`src/rtl/jc_pkg.sv`:
```
package jc_pkg;

  typedef enum logic [2:0] {
    ST_MAIN_GO     = 3'd0,
    ST_MAIN_AMB    = 3'd1,
    ST_CLR_TO_SIDE = 3'd2,
    ST_SIDE_GO     = 3'd3,
    ST_SIDE_AMB    = 3'd4,
    ST_CLR_TO_MAIN = 3'd5
  } jc_state_e;

  localparam logic [2:0] LAMP_RED = 3'b001;
  localparam logic [2:0] LAMP_AMB = 3'b010;
  localparam logic [2:0] LAMP_GRN = 3'b100;

  function automatic logic is_go(jc_state_e s);
    return (s == ST_MAIN_GO) || (s == ST_SIDE_GO);
  endfunction

  function automatic logic is_amber(jc_state_e s);
    return (s == ST_MAIN_AMB) || (s == ST_SIDE_AMB);
  endfunction

  function automatic jc_state_e succ(jc_state_e s);
    case (s)
      ST_MAIN_GO:     return ST_MAIN_AMB;
      ST_MAIN_AMB:    return ST_CLR_TO_SIDE;
      ST_CLR_TO_SIDE: return ST_SIDE_GO;
      ST_SIDE_GO:     return ST_SIDE_AMB;
      ST_SIDE_AMB:    return ST_CLR_TO_MAIN;
      default:        return ST_MAIN_GO;
    endcase
  endfunction

  function automatic logic [2:0] main_lamp_of(jc_state_e s);
    case (s)
      ST_MAIN_GO:  return LAMP_GRN;
      ST_MAIN_AMB: return LAMP_AMB;
      default:     return LAMP_RED;
    endcase
  endfunction

  function automatic logic [2:0] side_lamp_of(jc_state_e s);
    case (s)
      ST_SIDE_GO:  return LAMP_GRN;
      ST_SIDE_AMB: return LAMP_AMB;
      default:     return LAMP_RED;
    endcase
  endfunction

  function automatic int max_of(int a, int b);
    return (a > b) ? a : b;
  endfunction

  function automatic int bits_for(int v);
    return (v < 2) ? 1 : $clog2(v + 1);
  endfunction

endpackage

```
`src/rtl/jc_sync.sv`:
```
module jc_sync #(
  parameter int W      = 2,
  parameter int STAGES = 2
) (
  input  logic         clk,
  input  logic         rst,
  input  logic [W-1:0] d_async,
  output logic [W-1:0] q_sync
);

  logic [W-1:0] stg [STAGES];

  genvar gi;
  generate
    for (gi = 0; gi < STAGES; gi++) begin : g_stage
      if (gi == 0) begin : g_first
        always_ff @(posedge clk) begin
          if (rst) stg[gi] <= '0;
          else     stg[gi] <= d_async;
        end
      end else begin : g_next
        always_ff @(posedge clk) begin
          if (rst) stg[gi] <= '0;
          else     stg[gi] <= stg[gi-1];
        end
      end
    end
  endgenerate

  assign q_sync = stg[STAGES-1];

endmodule

```
`src/rtl/jc_dntimer.sv`:
```
module jc_dntimer #(
  parameter int            TW      = 4,
  parameter logic [TW-1:0] RST_VAL = '0
) (
  input  logic          clk,
  input  logic          rst,
  input  logic          ld,
  input  logic [TW-1:0] ld_val,
  output logic          done
);

  logic [TW-1:0] cnt;

  always_ff @(posedge clk) begin
    if (rst)               cnt <= RST_VAL;
    else if (ld)           cnt <= ld_val;
    else if (cnt != '0)    cnt <= cnt - 1'b1;
  end

  assign done = (cnt == '0);

  AST_TMR_STAYS_EXPIRED: assert property (@(posedge clk) disable iff (rst)
    (done && !ld) |=> done);

endmodule

```
`src/rtl/jc_fsm.sv`:
```
module jc_fsm
  import jc_pkg::*;
(
  input  logic       clk,
  input  logic       rst,
  input  logic       main_car_s,
  input  logic       side_car_s,
  input  logic       go_done,
  input  logic       wait_done,
  input  logic       ph_done,
  output logic       go_ld,
  output logic       wait_ld,
  output logic       ph_ld,
  output logic       ph_to_amb,
  output logic [2:0] main_lamp,
  output logic [2:0] side_lamp
);

  jc_state_e state, state_nxt;
  logic      req_q;
  logic      other_car;
  logic      take_turn;
  logic      phase_over;

  assign other_car  = (state == ST_MAIN_GO) ? side_car_s : main_car_s;
  assign take_turn  = is_go(state) && req_q && wait_done && go_done;
  assign phase_over = !is_go(state) && ph_done;
  assign state_nxt  = (take_turn || phase_over) ? succ(state) : state;

  always_ff @(posedge clk) begin
    if (rst) state <= ST_MAIN_GO;
    else     state <= state_nxt;
  end

  always_ff @(posedge clk) begin
    if (rst)                req_q <= 1'b0;
    else if (!is_go(state)) req_q <= 1'b0;
    else if (other_car)     req_q <= 1'b1;
  end

  assign go_ld     = !is_go(state);
  assign wait_ld   = !req_q;
  assign ph_ld     = (state_nxt != state);
  assign ph_to_amb = is_amber(state_nxt);
  assign main_lamp = main_lamp_of(state);
  assign side_lamp = side_lamp_of(state);

  AST_NEVER_BOTH_GREEN: assert property (@(posedge clk) disable iff (rst)
    !(main_lamp[2] && side_lamp[2]));
  AST_LAMPS_ONEHOT: assert property (@(posedge clk) disable iff (rst)
    ($countones(main_lamp) == 1) && ($countones(side_lamp) == 1));
  AST_MAIN_GREEN_TO_AMBER: assert property (@(posedge clk) disable iff (rst)
    $fell(main_lamp[2]) |-> main_lamp[1]);
  AST_SIDE_GREEN_TO_AMBER: assert property (@(posedge clk) disable iff (rst)
    $fell(side_lamp[2]) |-> side_lamp[1]);
  AST_MAIN_GREEN_FROM_ALLRED: assert property (@(posedge clk) disable iff (rst)
    $rose(main_lamp[2]) |-> $past(main_lamp[0] && side_lamp[0]));
  AST_SIDE_GREEN_FROM_ALLRED: assert property (@(posedge clk) disable iff (rst)
    $rose(side_lamp[2]) |-> $past(main_lamp[0] && side_lamp[0]));
  AST_HOLD_NO_REQ: assert property (@(posedge clk) disable iff (rst)
    (is_go(state) && !req_q) |=> (state == $past(state)));
  AST_CHANGE_NEEDS_REQ: assert property (@(posedge clk) disable iff (rst)
    ($fell(main_lamp[2]) || $fell(side_lamp[2])) |-> $past(req_q && wait_done));
  AST_CHANGE_NEEDS_MIN_GREEN: assert property (@(posedge clk) disable iff (rst)
    ($fell(main_lamp[2]) || $fell(side_lamp[2])) |-> $past(go_done));

endmodule

```
`src/rtl/junction_ctrl.sv`:
```
module junction_ctrl
  import jc_pkg::*;
#(
  parameter int WAIT_CYC      = 8,
  parameter int MIN_GREEN_CYC = 12,
  parameter int AMBER_CYC     = 3,
  parameter int ALLRED_CYC    = 2
) (
  input  logic       clk,
  input  logic       rst,
  input  logic       main_car,
  input  logic       side_car,
  output logic [2:0] main_lamp,
  output logic [2:0] side_lamp
);

  localparam int MAXV = max_of(max_of(WAIT_CYC, MIN_GREEN_CYC), max_of(AMBER_CYC, ALLRED_CYC));
  localparam int TW   = bits_for(MAXV);
  localparam logic [TW-1:0] WAIT_LD = TW'(WAIT_CYC);
  localparam logic [TW-1:0] MING_LD = TW'(MIN_GREEN_CYC);
  localparam logic [TW-1:0] AMB_LD  = TW'(AMBER_CYC - 1);
  localparam logic [TW-1:0] CLR_LD  = TW'(ALLRED_CYC - 1);

  logic [1:0]    car_s;
  logic          go_done, wait_done, ph_done;
  logic          go_ld, wait_ld, ph_ld, ph_to_amb;
  logic [TW-1:0] ph_val;

  jc_sync #(.W(2), .STAGES(2)) u_sync (
    .clk     (clk),
    .rst     (rst),
    .d_async ({side_car, main_car}),
    .q_sync  (car_s)
  );

  jc_dntimer #(.TW(TW), .RST_VAL(MING_LD)) u_go_tmr (
    .clk(clk), .rst(rst), .ld(go_ld), .ld_val(MING_LD), .done(go_done)
  );

  jc_dntimer #(.TW(TW), .RST_VAL(WAIT_LD)) u_wait_tmr (
    .clk(clk), .rst(rst), .ld(wait_ld), .ld_val(WAIT_LD), .done(wait_done)
  );

  assign ph_val = ph_to_amb ? AMB_LD : CLR_LD;

  jc_dntimer #(.TW(TW), .RST_VAL('0)) u_ph_tmr (
    .clk(clk), .rst(rst), .ld(ph_ld), .ld_val(ph_val), .done(ph_done)
  );

  jc_fsm u_fsm (
    .clk        (clk),
    .rst        (rst),
    .main_car_s (car_s[0]),
    .side_car_s (car_s[1]),
    .go_done    (go_done),
    .wait_done  (wait_done),
    .ph_done    (ph_done),
    .go_ld      (go_ld),
    .wait_ld    (wait_ld),
    .ph_ld      (ph_ld),
    .ph_to_amb  (ph_to_amb),
    .main_lamp  (main_lamp),
    .side_lamp  (side_lamp)
  );

  AST_RESET_MAIN_GREEN: assert property (@(posedge clk)
    $past(rst) |-> (main_lamp == LAMP_GRN && side_lamp == LAMP_RED));

endmodule

```
`config.mk`:
```
export PLATFORM = sky130hd
export DESIGN_NAME = junction_ctrl
export DESIGN_NICKNAME = d
export VERILOG_FILES = /design/src/rtl/jc_pkg.sv /design/src/rtl/jc_sync.sv /design/src/rtl/jc_dntimer.sv /design/src/rtl/jc_fsm.sv /design/src/rtl/junction_ctrl.sv
export SDC_FILE = /design/constraint.sdc
export NUM_CORES = 1
export LEC_CHECK = 0
export CORE_MARGIN = 1
export CORE_UTILIZATION = 45
export CTS_CLUSTER_DIAMETER = 50
export DETAILED_ROUTE_END_ITERATION = 7
export DONT_BUFFER_PORTS = 1
export SKIP_CTS_REPAIR_TIMING = 1
export SYNTH_ARGS = -nofsm -noshare
export SYNTH_HDL_FRONTEND = slang
export SYNTH_SLANG_ARGS = --single-unit
```
`constraint.sdc`:
```
create_clock -name clk -period 2.15 [get_ports clk]
set_input_delay 0.43 -clock clk [delete_from_list [all_inputs] [get_ports clk]]
set_output_delay 0.43 -clock clk [all_outputs]
set_load 0.02 [all_outputs]
```
* After elaboration in Yosys (flattened, before gate mapping)
Memory sizes are Yosys's and may differ from the RTL's. Cells that the tools add are included.
Word-level totals: flip-flop bits (word level) 16, latch bits 0, memory bits (writable) 4, memory bits (read-only) 0, bits of input ports 4, output and inout bits 6, word-level logic and storage cells 51, memories 1
Operators by class: $add $sub $neg 3, multipliers 0, divide/modulo/power cells 0, order comparisons 0, eq/ne operators 7, shifts and indexed selects 0, multiplexer cells 13, bitwise gates (word level) 4, reduce and logical (&&, ||, !) cells 18
Memory list:
- u_sync.stg | words 2, bits a word 2, rd ports 2, clocked after Yosys merged registers in 0, wr ports 2, line jc_sync.sv:11 | logic [W-1:0] stg [STAGES];
Operators by type and width (number):
- $pmux W3 S5 | 1
- $logic_not A4 Y1 | 3
- $pmux W3 S2 | 2
- $reduce_bool A4 Y1 | 3
- $sub A4 B1 Y4 const B | 3
- $mux W4 | 2
- $eq A3 B1 Y1 const B | 2
- $eq A3 B2 Y1 const B | 2
- $eq A3 B3 Y1 const B | 2
- $mux W2 | 3
- $logic_and A1 B1 Y1 | 4
- $mux W1 | 4
- $reduce_or A2 Y1 | 2
- $logic_not A3 Y1 | 1
- $logic_or A1 B1 Y1 | 3
- $mux W3 | 1
- $ne A3 B3 Y1 | 1
- $not A1 Y1 | 2
- $or A1 B1 Y1 | 2
- $reduce_bool A2 Y1 | 1
- $logic_not A1 Y1 | 1

* Logic depth before layout (Yosys ltp)
Gate-level depths: netlist (run 1).
word-level depth 11, depth in mapped cells 6, depth with buffers taken out 6

* By module
Synthesis (run 1) repeated with hierarchy kept, for this count alone.
Second synthesis, totals: cells, all modules 128, area total of the unflattened synthesis 1153.6 um^2
By module, submodules not included:
- jc_fsm | times used 1, cells an instance 37, area each 317.8 um^2, sequential area each 80.1 um^2
- jc_dntimer at u_go_tmr | times used 1, cells an instance 28, area each 250.2 um^2, sequential area each 80.1 um^2
- jc_dntimer at u_wait_tmr | times used 1, cells an instance 28, area each 240.2 um^2, sequential area each 80.1 um^2
- jc_dntimer at u_ph_tmr | times used 1, cells an instance 24, area each 229.0 um^2, sequential area each 80.1 um^2
- jc_sync | times used 1, cells an instance 8, area each 105.1 um^2, sequential area each 80.1 um^2
- junction_ctrl | times used 1, cells an instance 3, area each 11.3 um^2, sequential area each 0.0 um^2

* Worst setup path before layout (run 1)
Ideal clock, no wire load.
path type register -> output, start point register u_fsm.state[2], end point output main_lamp[2], data arrival time 1058 ps, data required time 1720 ps, slack 662 ps, cell stages (with the launch flop) 5, path buffers 1, cell sequence dfxtp_1 clkbuf_2 nor2_1 inv_1 nor2_1
Between the ends: word-level cells in the longest chain between the ends 2, elaborated cells on any way between the ends 3, classes of those cells 1 x eq/ne; 1 x mux; 1 x reduce/logical
RTL lines:
- start, declared | line jc_fsm.sv:19 | jc_state_e state, state_nxt;
- start signal, assigned | line jc_fsm.sv:32 | else state <= state_nxt;
- $eq A3 B1 Y1 or $logic_not A3 Y1 (tied branches) | line jc_pkg.sv:36 | case (s)
- $pmux W3 S2 (*) | line jc_pkg.sv:36
- end, declared | line junction_ctrl.sv:13 | output logic [2:0] main_lamp,
Mark *: on every way between the ends. The rest lies on a longest branch, timed or not.

* Final worst setup path (run 1)
start point register u_fsm.state[0], end point output side_lamp[0]
Between the ends: word-level cells in the longest chain between the ends 2, elaborated cells on any way between the ends 3, classes of those cells 2 x eq/ne; 1 x mux
RTL lines:
- $eq A3 B3 Y1 or $eq A3 B2 Y1 (tied branches) | line jc_pkg.sv:44 | case (s)
- $pmux W3 S2 (*) | line jc_pkg.sv:44
- end, declared | line junction_ctrl.sv:14 | output logic [2:0] side_lamp
Marked as above.

==> results of run 1 <==
==> path summary, 6_finish.rpt <==
kind | slack [ps] | to | depth (start not counted)
min reg2reg | 450 | u_sync.stg[1][1] | 1
min | 180 | u_ph_tmr.cnt[1] | 1
max reg2reg | 510 | u_fsm.state[1] | 6
max | 280 | side_lamp[0] | 3
==> critical path, delay by kind of cell, from the launching register on <==
family,cells,cell delay (ps)
flops,1,490
simple gates,3,640
==> cell usage after synthesis, drive strengths merged <==
master	count	area [um^2]
mux2i	1	10.0
nor2	15	56.3
o211a	1	10.0
or2	1	6.26
nand2	2	7.51
and3	1	6.26
nand2b	1	6.26
nor2b	5	31.3
inv	9	33.8
xor2	1	8.76
ha	6	75.1
a311oi	1	8.76
buf	2	18.8
nor3	6	30.0
a221oi	1	8.76
and2	3	18.8
a211o	4	35.0
clkbuf	2	8.75
a22oi	1	7.51
nand3	1	5.00
xnor2	5	43.8
and3b	2	17.5
or3	3	23.8
a21oi	7	35.0
o21ai	3	15.0
nor3b	3	37.5
dfxtp	20	400
==> cell type report <==
| type | instances | area (um^2) | area share [%] |
|---|---|---|---|
| clock buffer | 4 | 36.3 | 3.60 |
| inverter | 9 | 33.8 | 3.35 |
| multi-input combinational | 74 | 504 | 50.0 |
| tap | 27 | 33.8 | 3.35 |
| sequential | 20 | 400 | 39.7 |
==> logic make-up after synthesis <==
family,after synthesis,share of synthesized area [%]
AND/OR/NAND/NOR,43,25.5
flip-flops,20,41.5
AO/OA/AOI/OAI,18,12.4
buffers and inverters,13,6.35
XOR/XNOR,6,5.44
adder cells (fa/ha/maj),6,7.77
multiplexers,1,1.04
==> flip-flops by register name, summed over array words and instances, names as in the netlist <==
register / count
u_wait_tmr.cnt: 4
u_sync.stg: 4
u_go_tmr.cnt: 4
u_fsm.req_q: 1
u_ph_tmr.cnt: 4
u_fsm.state: 3
==> power breakdown <==
part,internal [mW],switching [mW]
combinational,0.120,0.122
clock,0.103,0.112
sequential,0.417,0.0389
==> per-layer routing <==
metal	wire length (um)	GRT usage (%)	vias up
met5	0	0	-
met4	28	7.35	0
met3	64	3.14	4
met2	681	23.2	19
met1	697	16.7	323
li1	-	-	359
==> through the flow <==
stage               hold WS, ps  instances  power [mW]
floorplan                   414        107       0.664
global placement            422        130       0.701
detailed placement          426        130       0.707
CTS                         171        134       0.926
global route                159        134       0.982
finish                      185        134       0.914
==> results.md, run 1 <==
* Clk sinks at 20
* R2r startpoint: u_wait_tmr.cnt[0]
* Per-cell routed wire length at 11.0 um
* Setup Skew at 2.71 ps
* Worst-Skew Late Latency at 300 ps
* Result of the run: finished clean
* Required time reported for the critical path endpoint at 1720 ps
* Syn avg cell area at 9.03 um^2
* Ratio of total power to cell area at 906 nW/um^2
* Headroom to the max-slew limit at 68.6%
* CTS tree: yes
* Root buf cell: clkbuf_4
* Starting density of the core at 48.7%
* Worst-case setup margin in the final layout at 281 ps
* Vias at 705
* Worst path max stage delay at 490 ps
* Time the worst path needs with I/O delays and setup at 1870 ps
* Hold Crit Start: rst
* Crit path DAT at 1440 ps
* Die height at 48.3 um
* Cell Rows at 16
* Synthesized instance count at 107
* Average vias per placed instance at 5.26
* Total Neg Setup Slack at 0 ps
* Share of cells above drive strength 1 at 8.41%
* Most used cells in the layout excluding fill and tap cells: 20 x dfxtp_1, 15 x nor2_1, 9 x inv_1, 7 x a21oi_1
* Clock-pin transition on the worst setup and hold timing paths at 110 ps
* Post-route DRC violation count at 0
* Routability congestion estimate at 0.770
* Type of destination of the critical path: output pin
* Post-route cell area at 1010 um^2
* Number of iterations in the first detailed-routing pass at 4
* Die area at 2340 um^2
* Nets in the synthesized netlist at 117
* Largest net degree at the start of global routing at 13
* Number of distinct library cells after synthesis at 30
* Synth warn at 0
* Number of flip-flops and latches in the synthesized netlist at 20
* GR Overflow Total at 0
* Slowest stage cell on the critical path: dfxtp_1
* Measured slew at the worst slew-check pin at 470 ps
* Layout area overhead at 4.40%
* Period utilisation layout at 86.9%
* Total global routing track utilization at 13.9%
* Quantity of I/O buffers inserted on ports at 0
* Max VDD drop at 0.000516 V
* Hold Crit Class: in -> reg
* Cell with the most instances on the worst path: nor2_1
* Violation count after the first detailed-route iteration at 20
* Number of filler cells placed in the layout at 184
* Fin util at 50.9%
* Worst slack, placed at 533 ps
* Layout net count at 118
* Max Buffers Root-to-Sink at 2
* Number of max-slew violations in the final report at 0
* Wire length of the first global-routing pass at 2.55 mm
* Post-detailed-placement cell area at 972 um^2
* Final HPWL from detailed placement at 1.09 mm
* Number of primary I/O pins at 10
* Via count of the first global-routing pass at 616
* Count of maximum capacitance violations at 0
* Final WL at 1.47 mm
* RSZ-0062 raised after global routing: false
* Commonest non-fill, non-tap cell in the layout: dfxtp_1
* Sequential-to-total area share from yosys stat at 41.5%
* Total core area at 1980 um^2
* Startpoint-to-endpoint class of the critical path: reg -> out
* Leakage power of the design at 0.430 nW
* Fin. Hold Viols at 0
* Width of the die at 48.3 um
* Initial antenna violation count at 0
* Final ANT Viol Nets at 0
* Antenna diode count at 0
* Achievable frequency at 535 MHz
* Setup-violating endpoint count in the final report at 0
* Launch point of the critical path: u_fsm.state[0]
* List of cells traversed by the critical path: nor2_1 -> and2_1 -> nor2_1
* Largest fanout of any net on the critical path at 9
* Critical path startpoint category: flop
* Post-synthesis cell area at 966 um^2
* Max H-tree Level at 1
* TritonCTS buffer count at 3
No activity file was read; power rests on OpenSTA's default activity.
==> inputs of run 2 (changes only) <==
--- a/config.mk
+++ b/config.mk
@@ -13,4 +13,5 @@
 export SKIP_CTS_REPAIR_TIMING = 1
 export SYNTH_ARGS = -nofsm -noshare
 export SYNTH_HDL_FRONTEND = slang
+export SYNTH_HIERARCHICAL = 1
 export SYNTH_SLANG_ARGS = --single-unit
==> run 2 against run 1 <==
Net effect:
- sequential cell count unchanged
- register-to-register slack got worse by 270 ps
- critical path depth unchanged
- design area increased by 27%
- combinational power increased by 42%
- global-route usage increased by 4.3 points
- via count increased by 26%
- utilization increased by 4.2 points
==> results.md, run 2 <==
* Syn avg cell area at 9.01 um^2 (-0.16%)
* Largest fanout of any net on the critical path at 9 (unchanged)
* Routability congestion estimate at 0.760 (-1.4%)
* Critical path startpoint category: flop
* Starting density of the core at 49.8% (+1.0 points)
* Number of primary I/O pins at 10 (unchanged)
* Post-detailed-placement cell area at 1220 um^2 (+26%)
* Number of max-slew violations in the final report at 0 (unchanged)
* Post-synthesis cell area at 1150 um^2 (+19%)
* CTS tree: yes
* Sequential-to-total area share from yosys stat at 34.7% (-6.7 points)
* Width of the die at 52.6 um (+8.9%)
* Die height at 52.6 um (+8.9%)
* Achievable frequency at 514 MHz (-4.0%)
* Leakage power of the design at 0.519 nW (+21%)
* Share of cells above drive strength 1 at 20.0% (+12 points)
* Worst r2r dst: u_ph_tmr/cnt[3]
* TritonCTS buffer count at 3 (unchanged)
* Hold Crit Class: in -> reg
* Vias at 890 (+26%)
* Final HPWL from detailed placement at 1.46 mm (+34%)
* Result of the run: finished clean
* Cell with the most instances after synthesis: dfxtp_1
* Layout net count at 148 (+25%)
* Setup slack, reg-to-reg at 240 ps (-270 ps)
* Max VDD drop at 0.000673 V (+31%)
* Largest net degree at the start of global routing at 30 (+17)
* Layout area overhead at 10.7%
* Max Buffers Root-to-Sink at 2 (unchanged)
* Cell total after placement at 164 (+26%)
* Number of flip-flops and latches in the synthesized netlist at 20 (unchanged)
* Initial antenna violation count at 0 (unchanged)
* Crit path DAT at 1520 ps (+80 ps)
* Ratio of total power to cell area at 883 nW/um^2 (-2.6%)
* RSZ-0062 raised after global routing: false
* Yosys top cell area share at 34.7% (-6.7 points)
* Fin util at 55.1% (+4.2 points)
* Post-route cell area at 1280 um^2 (+27%)
* Total core area at 2320 um^2 (+17%)
* Number of iterations in the first detailed-routing pass at 4 (unchanged)
* Via count of the first global-routing pass at 807 (+31%)
* Instance count along the most critical hold path at 1 (unchanged)
* Number of distinct library cells after synthesis at 44 (+47%)
* Clock-pin transition on the worst setup and hold timing paths at 120 ps (about the same)
* Average vias per placed instance at 5.30 (+0.69%)
* Required time reported for the critical path endpoint at 1720 ps (about the same)
* Period utilisation layout at 90.5% (+3.6 points)
* Cell Rows at 17 (+1)
* Number of filler cells placed in the layout at 210 (+14%)
* Setup-violating endpoint count in the final report at 0 (unchanged)
* Time the worst path needs with I/O delays and setup at 1950 ps (+77.3 ps)
* Post-route DRC violation count at 0 (unchanged)
* Wire length of the first global-routing pass at 3.62 mm (+42%)
* Root buf cell: clkbuf_4
* Post-route insts no fill at 168 (+25%)
* Clk sinks at 20 (unchanged)
* Commonest non-fill, non-tap cell in the layout: dfxtp_1
* Die area at 2770 um^2 (+19%)
* Worst-case hold path end point: u_fsm/req_q
* Antenna diode count at 0 (unchanged)
* Most used cells in the layout excluding fill and tap cells: 20 x dfxtp_1, 14 x inv_1, 10 x nand2_1, 10 x conb_1
* Per-cell routed wire length at 12.3 um (+12%)
* Share of synthesized flip-flops with an asynchronous set or reset at 0% (unchanged)
* Number of cells on the worst reg-to-reg path at 6 (unchanged)
* Violation count after the first detailed-route iteration at 17 (-15%)
* Fin. Hold Viols at 0 (unchanged)
* Total global routing track utilization at 18.2% (+4.3 points)
* EDFF count, synth at 0 (unchanged)
* Total Neg Setup Slack at 0 ps (unchanged)
* R2r startpoint: u_fsm/state[1]
* Type of destination of the critical path: output pin
* Setup Skew at 4.58 ps (+1.87 ps)
* Worst-Skew Late Latency at 310 ps (about the same)
* Hold Crit Start: rst
* Synth warn at 6 (+6)
* Cell accounting for the most synthesized area: dfxtp_1
* Max H-tree Level at 1 (unchanged)
* Most area-consuming cells after synthesis: dfxtp_1 35%, nor3b_4 4.9%, inv_1 4.6%
* Quantity of I/O buffers inserted on ports at 0 (unchanged)
* Main flop type after synthesis: dfxtp_1
* GR Overflow Total at 0 (unchanged)
* Final ANT Viol Nets at 0 (unchanged)
* Startpoint-to-endpoint class of the critical path: reg -> out
* Count of maximum capacitance violations at 0 (unchanged)
* Synthesized instance count at 128 (+20%)
* Final WL at 2.06 mm (+40%)
* Most frequent cells after synthesis: 20 x dfxtp_1, 14 x inv_1, 10 x nand2_1, 7 x nor2b_1, 7 x nor3_1
==> run 2: cell count changes in the layout (fill, tap and decap cells not counted), sizes merged, moves of 3 or more <==
| cell | before | now |
|---|---|---|
| nand2 | 2 | 10 |
| conb | 0 | 10 |
| xnor2 | 5 | 2 |
| a211o | 4 | 1 |
| buf | 0 | 4 |
| o211ai | 0 | 4 |
| or4 | 0 | 4 |
| inv | 9 | 14 |
| nor3 | 6 | 9 |
| nor2 | 15 | 4 |
| or4b | 0 | 4 |
| ha | 6 | 3 |
==> run 2: kinds of logic (layout without fill, tap and decap cells) <==
group	count (synthesis)	count (layout)	synth area share [%]
flip-flops	20	20	34.7
XOR/XNOR	2	2	1.52
AO/OA/AOI/OAI	25	25	16.4
AND/OR/NAND/NOR	55	55	33.9
multiplexers	3	3	2.71
buffers and inverters	18	22	6.83
other	2	10	0.651
adder cells (fa/ha/maj)	3	3	3.25
==> run 2: worst max-delay path by stage <==
stage / startpoint / end / slack (ps) / cells past startpoint
floorplan: u_ph_tmr/cnt[0] / u_ph_tmr/cnt[3] / 480 / 7
global placement: u_fsm/state[1] / u_ph_tmr/cnt[3] / 340 / 6
detailed placement: u_fsm/state[1] / u_ph_tmr/cnt[3] / 310 / 6
CTS: u_fsm/state[1] / side_lamp[0] / 100 / 3
global route: u_fsm/state[1] / side_lamp[0] / 90 / 3
finish: u_fsm/state[1] / side_lamp[0] / 200 / 3
==> run 2: report_power, final <==
group | leakage [nW] | switching, mW | internal, mW
Combinational | 0.326 | 0.160 | 0.183
Clock | 0.0279 | 0.122 | 0.189
Sequential | 0.165 | 0.0507 | 0.423
Total | 0.519 | 0.333 | 0.795
==> run 2: worst max-delay path, cell delays in order, from the launching register on <==
cell     delay (ps)
dfxtp_1         550
nor2_1          160
and2_1          270
nor2_2          230
==> run 2: cell type report <==
type | instances | area, um^2 | share of cell area (%)
clock inverters | 1 | 30.0 | 2.35
repair buffers | 4 | 30.0 | 2.35
inverters | 14 | 52.6 | 4.11
flip-flops and latches | 20 | 400 | 31.3
clock buffers | 3 | 22.5 | 1.76
multi-input cells | 98 | 707 | 55.3
well taps | 28 | 35.0 | 2.74
==> run 2: stage by stage <==
stage / hold slack [ps] / worst slack [ps] / power (mW)
after floorplan: 414 / 478 / 0.746
after detailed placement: 431 / 314 / 0.826
after global routing: 136 / 91.1 / 1.21
final: 169 / 204 / 1.13
after CTS: 144 / 103 / 1.15
after global placement: 418 / 343 / 0.827
==> run 2: metal layers <==
| metal | track usage [%] | share of wire, % |
|---|---|---|
| met5 | 0 | 0 |
| met4 | 6.58 | 1.2 |
| met3 | 6.38 | 3.2 |
| met2 | 24.5 | 39 |
| met1 | 26.1 | 56 |
